==> src/rtl/pps_timer_pkg.sv <==
package pps_timer_pkg;
  // Byte offsets decoded by the read port
  localparam int OFF_NOW  = 'h0;  // live count, no side effect
  localparam int OFF_IVL  = 'h4;  // interval + tally, swaps counters
  localparam int OFF_STMP = 'h8;  // pulse stamp
endpackage

==> src/rtl/pps_rise_detect.sv <==
module pps_rise_detect #(
  parameter int STAGES = 2
) (
  input  logic clk,
  input  logic rst,
  input  logic pulse_async,
  output logic rise_o
);
  // chain[STAGES-1] is the synchronised level, chain[STAGES] its delayed copy
  logic [STAGES:0] chain;

  always_ff @(posedge clk) begin
    if (rst) chain <= '0;
    else     chain <= {chain[STAGES-1:0], pulse_async};
  end

  assign rise_o = chain[STAGES-1] & ~chain[STAGES];
endmodule

==> src/rtl/interval_pair.sv <==
module interval_pair #(
  parameter int CNT_W = 24
) (
  input  logic             clk,
  input  logic             rst,
  input  logic             switch_i,
  output logic [CNT_W-1:0] act_o
);
  localparam logic [CNT_W-1:0] ONE = CNT_W'(1);

  logic             sel;
  logic [CNT_W-1:0] cnt [2];

  always_ff @(posedge clk) begin
    if (rst)           sel <= 1'b0;
    else if (switch_i) sel <= ~sel;
  end

  for (genvar i = 0; i < 2; i++) begin : g_cnt
    localparam logic ME = 1'(i);
    logic [CNT_W-1:0] q;
    always_ff @(posedge clk) begin
      if (rst)                   q <= '0;
      else if (sel == ME) begin
        if (!switch_i)           q <= q + ONE;  // frozen on handover
      end else if (switch_i)     q <= ONE;      // switch cycle counted here
    end
    assign cnt[i] = q;
  end

  assign act_o = sel ? cnt[1] : cnt[0];


  handover_one_chk: assert property (@(posedge clk) disable iff (rst)
    switch_i |=> act_o == ONE);

  count_step_chk: assert property (@(posedge clk) disable iff (rst)
    !switch_i |=> act_o == $past(act_o) + ONE);
endmodule

==> src/rtl/pps_stamp.sv <==
module pps_stamp #(
  parameter int CNT_W = 24,
  parameter int EVT_W = 8
) (
  input  logic             clk,
  input  logic             rst,
  input  logic             rise_i,
  input  logic [CNT_W-1:0] cnt_i,
  output logic [CNT_W-1:0] stamp_o,
  output logic [EVT_W-1:0] evt_o
);
  always_ff @(posedge clk) begin
    if (rst) begin
      stamp_o <= '0;
      evt_o   <= '0;
    end else if (rise_i) begin
      stamp_o <= cnt_i;
      evt_o   <= evt_o + EVT_W'(1);
    end
  end
endmodule

==> src/rtl/pps_interval_timer.sv <==
module pps_interval_timer
  import pps_timer_pkg::*;
#(
  parameter int CNT_W       = 24,
  parameter int EVT_W       = 8,
  parameter int SYNC_STAGES = 2,
  parameter int ADDR_W      = 4,
  parameter int DATA_W      = 32
) (
  input  logic              clk,
  input  logic              rst,
  input  logic              pps_in,
  input  logic              rd_en,
  input  logic [ADDR_W-1:0] rd_addr,
  output logic [DATA_W-1:0] rd_data,
  output logic              rd_valid
);
  logic             rise;
  logic             swap;
  logic             hit;
  logic [CNT_W-1:0] act_cnt;
  logic [CNT_W-1:0] stamp;
  logic [EVT_W-1:0] evt;
  logic [DATA_W-1:0] word;

  assign swap = rd_en && (rd_addr == ADDR_W'(OFF_IVL));

  pps_rise_detect #(.STAGES(SYNC_STAGES)) u_sync (
    .clk(clk), .rst(rst), .pulse_async(pps_in), .rise_o(rise)
  );

  interval_pair #(.CNT_W(CNT_W)) u_cnt (
    .clk(clk), .rst(rst), .switch_i(swap), .act_o(act_cnt)
  );

  pps_stamp #(.CNT_W(CNT_W), .EVT_W(EVT_W)) u_stamp (
    .clk(clk), .rst(rst), .rise_i(rise), .cnt_i(act_cnt),
    .stamp_o(stamp), .evt_o(evt)
  );

  always_comb begin
    word = '0;
    hit  = 1'b1;
    case (rd_addr)
      ADDR_W'(OFF_NOW):  word[CNT_W-1:0] = act_cnt;
      ADDR_W'(OFF_IVL): begin
        word[CNT_W-1:0]           = act_cnt;
        word[DATA_W-1 -: EVT_W]   = evt;
      end
      ADDR_W'(OFF_STMP): word[CNT_W-1:0] = stamp;
      default:           hit = 1'b0;
    endcase
  end

  always_ff @(posedge clk) begin
    if (rst) begin
      rd_valid <= 1'b0;
      rd_data  <= '0;
    end else begin
      rd_valid <= rd_en;
      if (rd_en) rd_data <= word;
    end
  end


  rd_valid_chk: assert property (@(posedge clk) disable iff (rst)
    rd_en |=> rd_valid);

  rd_idle_chk: assert property (@(posedge clk) disable iff (rst)
    !rd_en |=> !rd_valid);

  bad_offset_chk: assert property (@(posedge clk) disable iff (rst)
    (rd_en && !hit) |=> rd_data == '0);

  same_edge_chk: assert property (@(posedge clk) disable iff (rst)
    (rise && swap) |=> stamp == rd_data[CNT_W-1:0]);
endmodule

==> config.mk <==
export PLATFORM = sky130hd
export DESIGN_NAME = pps_interval_timer
export DESIGN_NICKNAME = d
export VERILOG_FILES = /design/src/rtl/pps_timer_pkg.sv /design/src/rtl/pps_rise_detect.sv /design/src/rtl/interval_pair.sv /design/src/rtl/pps_stamp.sv /design/src/rtl/pps_interval_timer.sv
export SDC_FILE = /design/constraint.sdc
export NUM_CORES = 1
export LEC_CHECK = 0
export CAP_MARGIN = 20
export CORE_MARGIN = 1.5
export CORE_UTILIZATION = 40
export CTS_BUF_LIST = sky130_fd_sc_hd__clkbuf_16
export CTS_CLUSTER_SIZE = 20
export DETAILED_ROUTE_END_ITERATION = 16
export GPL_ROUTABILITY_DRIVEN = 0
export GPL_TIMING_DRIVEN = 0
export PLACE_DENSITY_LB_ADDON = 0.08
export RECOVER_POWER = 100
export SYNTH_ARGS = -nofsm -noshare
export SYNTH_HDL_FRONTEND = slang
export SYNTH_SLANG_ARGS = --single-unit
==> constraint.sdc <==
create_clock -name clk -period 1.85 [get_ports clk]
set_input_delay 0.4625 -clock clk [delete_from_list [all_inputs] [get_ports clk]]
set_output_delay 0.4625 -clock clk [all_outputs]
set_load 0.005 [all_outputs]
# After elaboration in Yosys (flattened, before gate mapping)
# Index checks and enable logic that the tools add are counted.
# word_totals
register_bits,117
output_inout_bits,33
# classes
add_sub_neg,3
eq_ne,5
mux,8
bitwise_logic,3
reduce_logical,6
# ops
operator,n
24-bit two-way mux,6
"24-bit by 1-bit adder with 24-bit output, second input constant",2
24-bit one-hot mux with 2 select lines,1
"8-bit by 1-bit adder with 8-bit output, second input constant",1
8-bit two-way mux,1
"4-bit by 3-bit == test with 1-bit output, second input constant",1
"4-bit == test, second input constant",1
4-bit zero test,1
"2-bit inequality test, second input constant",2
2-bit AND reduction,2
"2-bit by 1-bit inequality test with 1-bit output, second input constant",1
1-bit NOT,2
2-bit nonzero test,1
2-bit OR reduction,1
1-bit bitwise AND,1
1-bit logical AND,1

# Logic depth before layout (Yosys ltp)
# Gate-level depths: netlist of the first run.
# depth
ltp_word,4
depth_mapped,7
depth_no_buf,5

# Hierarchy
# Synthesis of the first run repeated with hierarchy kept, for this count alone.
# unflattened
cells_unflattened,622
hier_area_um2,5615.4
# modules_own_cells
module,n_inst,cells_each,area_each_um2,seq_area_each_um2
interval_pair,1,345,2842.7,980.9
pps_interval_timer,1,157,1512.7,660.6
pps_stamp,1,113,1172.4,640.6
pps_rise_detect,1,7,87.6,60.1

# Worst setup path before layout of the first run
# Ideal clock, no wire load.
# synth_path
path_type,reg-to-reg
start,register u_cnt.g_cnt[0].q[4]
end,register u_cnt.g_cnt[0].q[23]
setup_time_ns,0.123
arrival_ns,1.765
t_required_ns,1.727
slack_ns,-0.038
stages_incl_launch_ff,6
path_buffers,1
path_cell_list,dfxtp_1 -> nand4_2 -> or4_1 -> buf_4 -> nor4_4 -> mux2_1
# synth_between
elab_chain_cells,3
# synth_rtl
item,line_no,text
"start, declared",interval_pair.sv:21,logic [CNT_W-1:0] q;
"start signal, assigned",interval_pair.sv:25,if (!switch_i) q <= q + ONE;
24-bit by 1-bit adder with 24-bit output,interval_pair.sv:25,
24-bit two-way mux,interval_pair.sv:25,
24-bit two-way mux,interval_pair.sv:24,else if (sel == ME) begin
# Every way passes these cells. The select of a mux whose other input is x is not followed.
# A chain may end at the register's enable or synchronous reset.

# Worst setup path after layout of the first run
# layout_path
start,register u_cnt.g_cnt[1].q[0]
end,register u_cnt.g_cnt[1].q[22]
# layout_between
elab_chain_cells,3
# layout_rtl
item,line_no
"start, declared",interval_pair.sv:21
"start signal, assigned",interval_pair.sv:25
24-bit by 1-bit adder with 24-bit output,interval_pair.sv:25
24-bit two-way mux,interval_pair.sv:25
24-bit two-way mux,interval_pair.sv:24
# Every way passes these cells. The select of a mux whose other input is x is not followed.

==> run metrics, run 1 <==
status=finished, final reports clean; Final Net Count=between 600 and 700; final hold vios=0; vias in the first global route=between 4,000 and 5,000; Final WS setup=between 0.02 and 0.03 ns; Pre-antenna DRT Iters=5; starting utilization of the core area=between 40% and 50%; total number of H-tree levels=4; number of CTS-inserted buffers=17; largest net degree at the start of global routing=17; top cell type's share of synthesized area=a little over two fifths; Core Area=approximately 13,000 sq um; fin. max-slew vios=0; Final min period=1.82 ns; XOR/XNOR Fraction of Synth Area=1.45%; First DRT Iteration DRCs=~360; Clock Skew=approximately 0.0080 ns; setup slack after placement=-0.926 ns; PortBufs=39; f_max=about 0.55 GHz; worst-margin pin slew=around 0.7 ns; Critical Path Fanout Max=7; Clock transition at path regs=0.05 ns; Final setup viols=0; Setup CP Type=reg2reg; layout cells sized above 1=between 10% and 20%; Worst Setup End Kind=flop; Worst-Skew Late Latency=about 0.42 ns; worst min-delay path class=reg2reg; relative slew slack=a little over half; n_diodes=0; RSZ-0062 raised after global routing=yes; P_leak=~2.3 nW; final non-filler cell area=approximately 7000 sq um; Post-Synth Simple-Gate Area=between 20 and 25%; # DRC=0; routed via count divided by cell count=around 5.6; Layout area overhead=29.1%; clock buffer depth=2; Final ANT Viol Nets=0; average footprint of a synthesized cell=just under 9 sq um; I/O pin count=~40; placed cell area=a little over 6000 sq um; post-synth cell types=between 50 and 60; post-synthesis async set-or-reset flop share=0%; initial antenna violation count=0; Critical Path RT=~2.2 ns; post-synthesis mux area share=8.80%; Period Utilization, post-route=between 90% and 100%; Adder-Cell Fraction of Synth Area=0.693%; Post-Syn Nets=approximately 630; synth top area cells=dfxtp_1 43%, nor2_1 6.6%, a211oi_1 5.5%, a21oi_1 5.2%, mux2i_1 4.4%; Max-Cap Viols=0; Main synth FF type=dfxtp_1; HPWL after DPL=~11 mm; top-count cell post-synth=dfxtp_1; drt wl/cell=around 17 um; WP data arrival=2.16 ns; flops & latches, synth=117; Die ar.=roughly 14,000 sq um; Congestion Overflow GR=0; filler cell count=approximately 1,200; Yosys warning total=0; mapped cell area=about 5400 sq um; Compound-Gate Fraction of Synth Area=approximately 18%; largest family of logic cells by synthesized area=simple AND/OR/NAND/NOR gates; Routed WL=between 10 and 15 mm; Die X=about 120 um; VDD IR-drop max=0.000621 V; Vias=4,918; first-pass GRT wire length=24.0 mm; Synth top cells by count=117 x dfxtp_1, 96 x nor2_1, 56 x a21oi_1, 40 x a211oi_1, 34 x clkbuf_1; row count=42; Root Buffer=clkbuf_16; clock tree sinks=117; Tot GR Track Use=21.7%; Post-synth EDFFs=0; sequential area share after synthesis=43.2%; pwr/cell area=around 910 nW/um^2; CTS tree=done; Die Height=between 100 and 150 um; leading area contributor after synthesis=dfxtp_1; CP startpoint kind=flop; post-synthesis cell count=between 600 and 700
## layout by cell type (no fill, tap or decap), drive strengths merged, types with 2 or more instances in the layout
cell and n:
a211oi 40, a21o 2, a21oi 56, a22oi 10
and2 2, and3 4, and4 7, buf 20
bufinv 4, clkbuf 52, clkdlybuf4s50 33, clkinv 5
clkinvlp 3, dfxtp 117, dlygate4sd2 5, ha 3
inv 12, mux2 21, mux2i 24, nand2 24
nand3 23, nand4 8, nor2 96, nor2b 13
nor3 15, nor3b 14, nor4 2, o2111ai 2
o211ai 12, o21ai 8, o311ai 14, or2 2
or3 13, or4 15, xnor2 3, xor2 6
## final timing paths
kind / from / endpoint / slack [ns] / cells after the start
setup / recovery: u_cnt.g_cnt[1].q[0] / u_cnt.g_cnt[1].q[22] / 0.03 / 5
hold / removal: u_sync.chain[0] / u_sync.chain[1] / 0.44 / 1
setup reg to reg: u_cnt.g_cnt[1].q[0] / u_cnt.g_cnt[1].q[22] / 0.03 / 5
hold reg to reg: u_sync.chain[0] / u_sync.chain[1] / 0.44 / 1
## final cells by class
cell class                 count  area [sq um]  share of cell area, %
tap                          176           220                   3.15
multi-input combinational    448          2990                   42.8
clock buffer                  17           425                   6.08
buffer                        45           268                   3.83
sequential                   117          2380                   34.0
timing repair buffer          49           484                   6.92
clock inverter                15           189                   2.70
inverter                       9          33.8                  0.483
## per-stage QoR
step	setup TNS, ns	utilization, %	hold slack (ns)	power, mW	std cells
global route	-0.0176	52.8	0.466	6.60	876
finish	0	52.8	0.440	6.37	876
global placement	-56.04	45.6	0.418	3.00	836
floorplan	-0.0188	-	0.414	2.86	621
detailed placement	-57.47	45.6	0.436	3.01	836
CTS	0	52.6	0.448	6.43	878
## cell families (layout without fill, tap and decap cells)
group           count (synthesis)  after routing
simple gates                  242            242
compound gates                149            149
flops                         117            117
buf+inv                        56            135
mux                            45             45
xor+xnor                        9              9
fa+ha+maj                       3              3
## power breakdown
group          switching [mW]  internal, mW  total, mW
clock network            1.18          2.23       3.41
logic                   0.210         0.148      0.358
registers              0.0369          2.57       2.61
total                    1.42          4.95       6.37
## critical path: stages (launching register included)
cell and delay (ns):
dfxtp_1 0.42, ha_1 0.24, and4_1 0.27, o2111ai_2 0.23, or4_1 0.46, a21oi_1 0.14
## what timing repair did
| action | 4_1_cts | 5_1_grt |
|---|---|---|
| resized for setup | 75 | 18 |
| hold buffers | 0 | 0 |
| setup buffers | 10 | 0 |
| hold endpoints to repair | 0 | 0 |
| pin swaps | 8 | 2 |
| endpoints found under the setup margin | 81 | 43 |
## state kept, by name (all words and copies together), names as in the netlist
name,cells
u_cnt.sel,1
u_stamp.evt_o,8
u_stamp.stamp_o,24
rd_data,32
u_sync.chain,3
rd_valid,1
u_cnt.g_cnt.q,48
## layer usage
metal / share of wire (%) / vias to the layer above / track usage (%)
li1: - / 2434 / -
met2: 44 / 132 / 31.7
met1: 50 / 2339 / 31.8
met4: 0.97 / 0 / 6.25
met3: 5.3 / 13 / 5.36
met5: 0 / - / 0
No activity file was read; power rests on OpenSTA's default activity.
==> inputs of run 2 (changes only) <==
- SLEW_MARGIN: not set -> 0
==> results of run 2 <==
No change in the layout: final DEF, timing and power equal those of run 1.
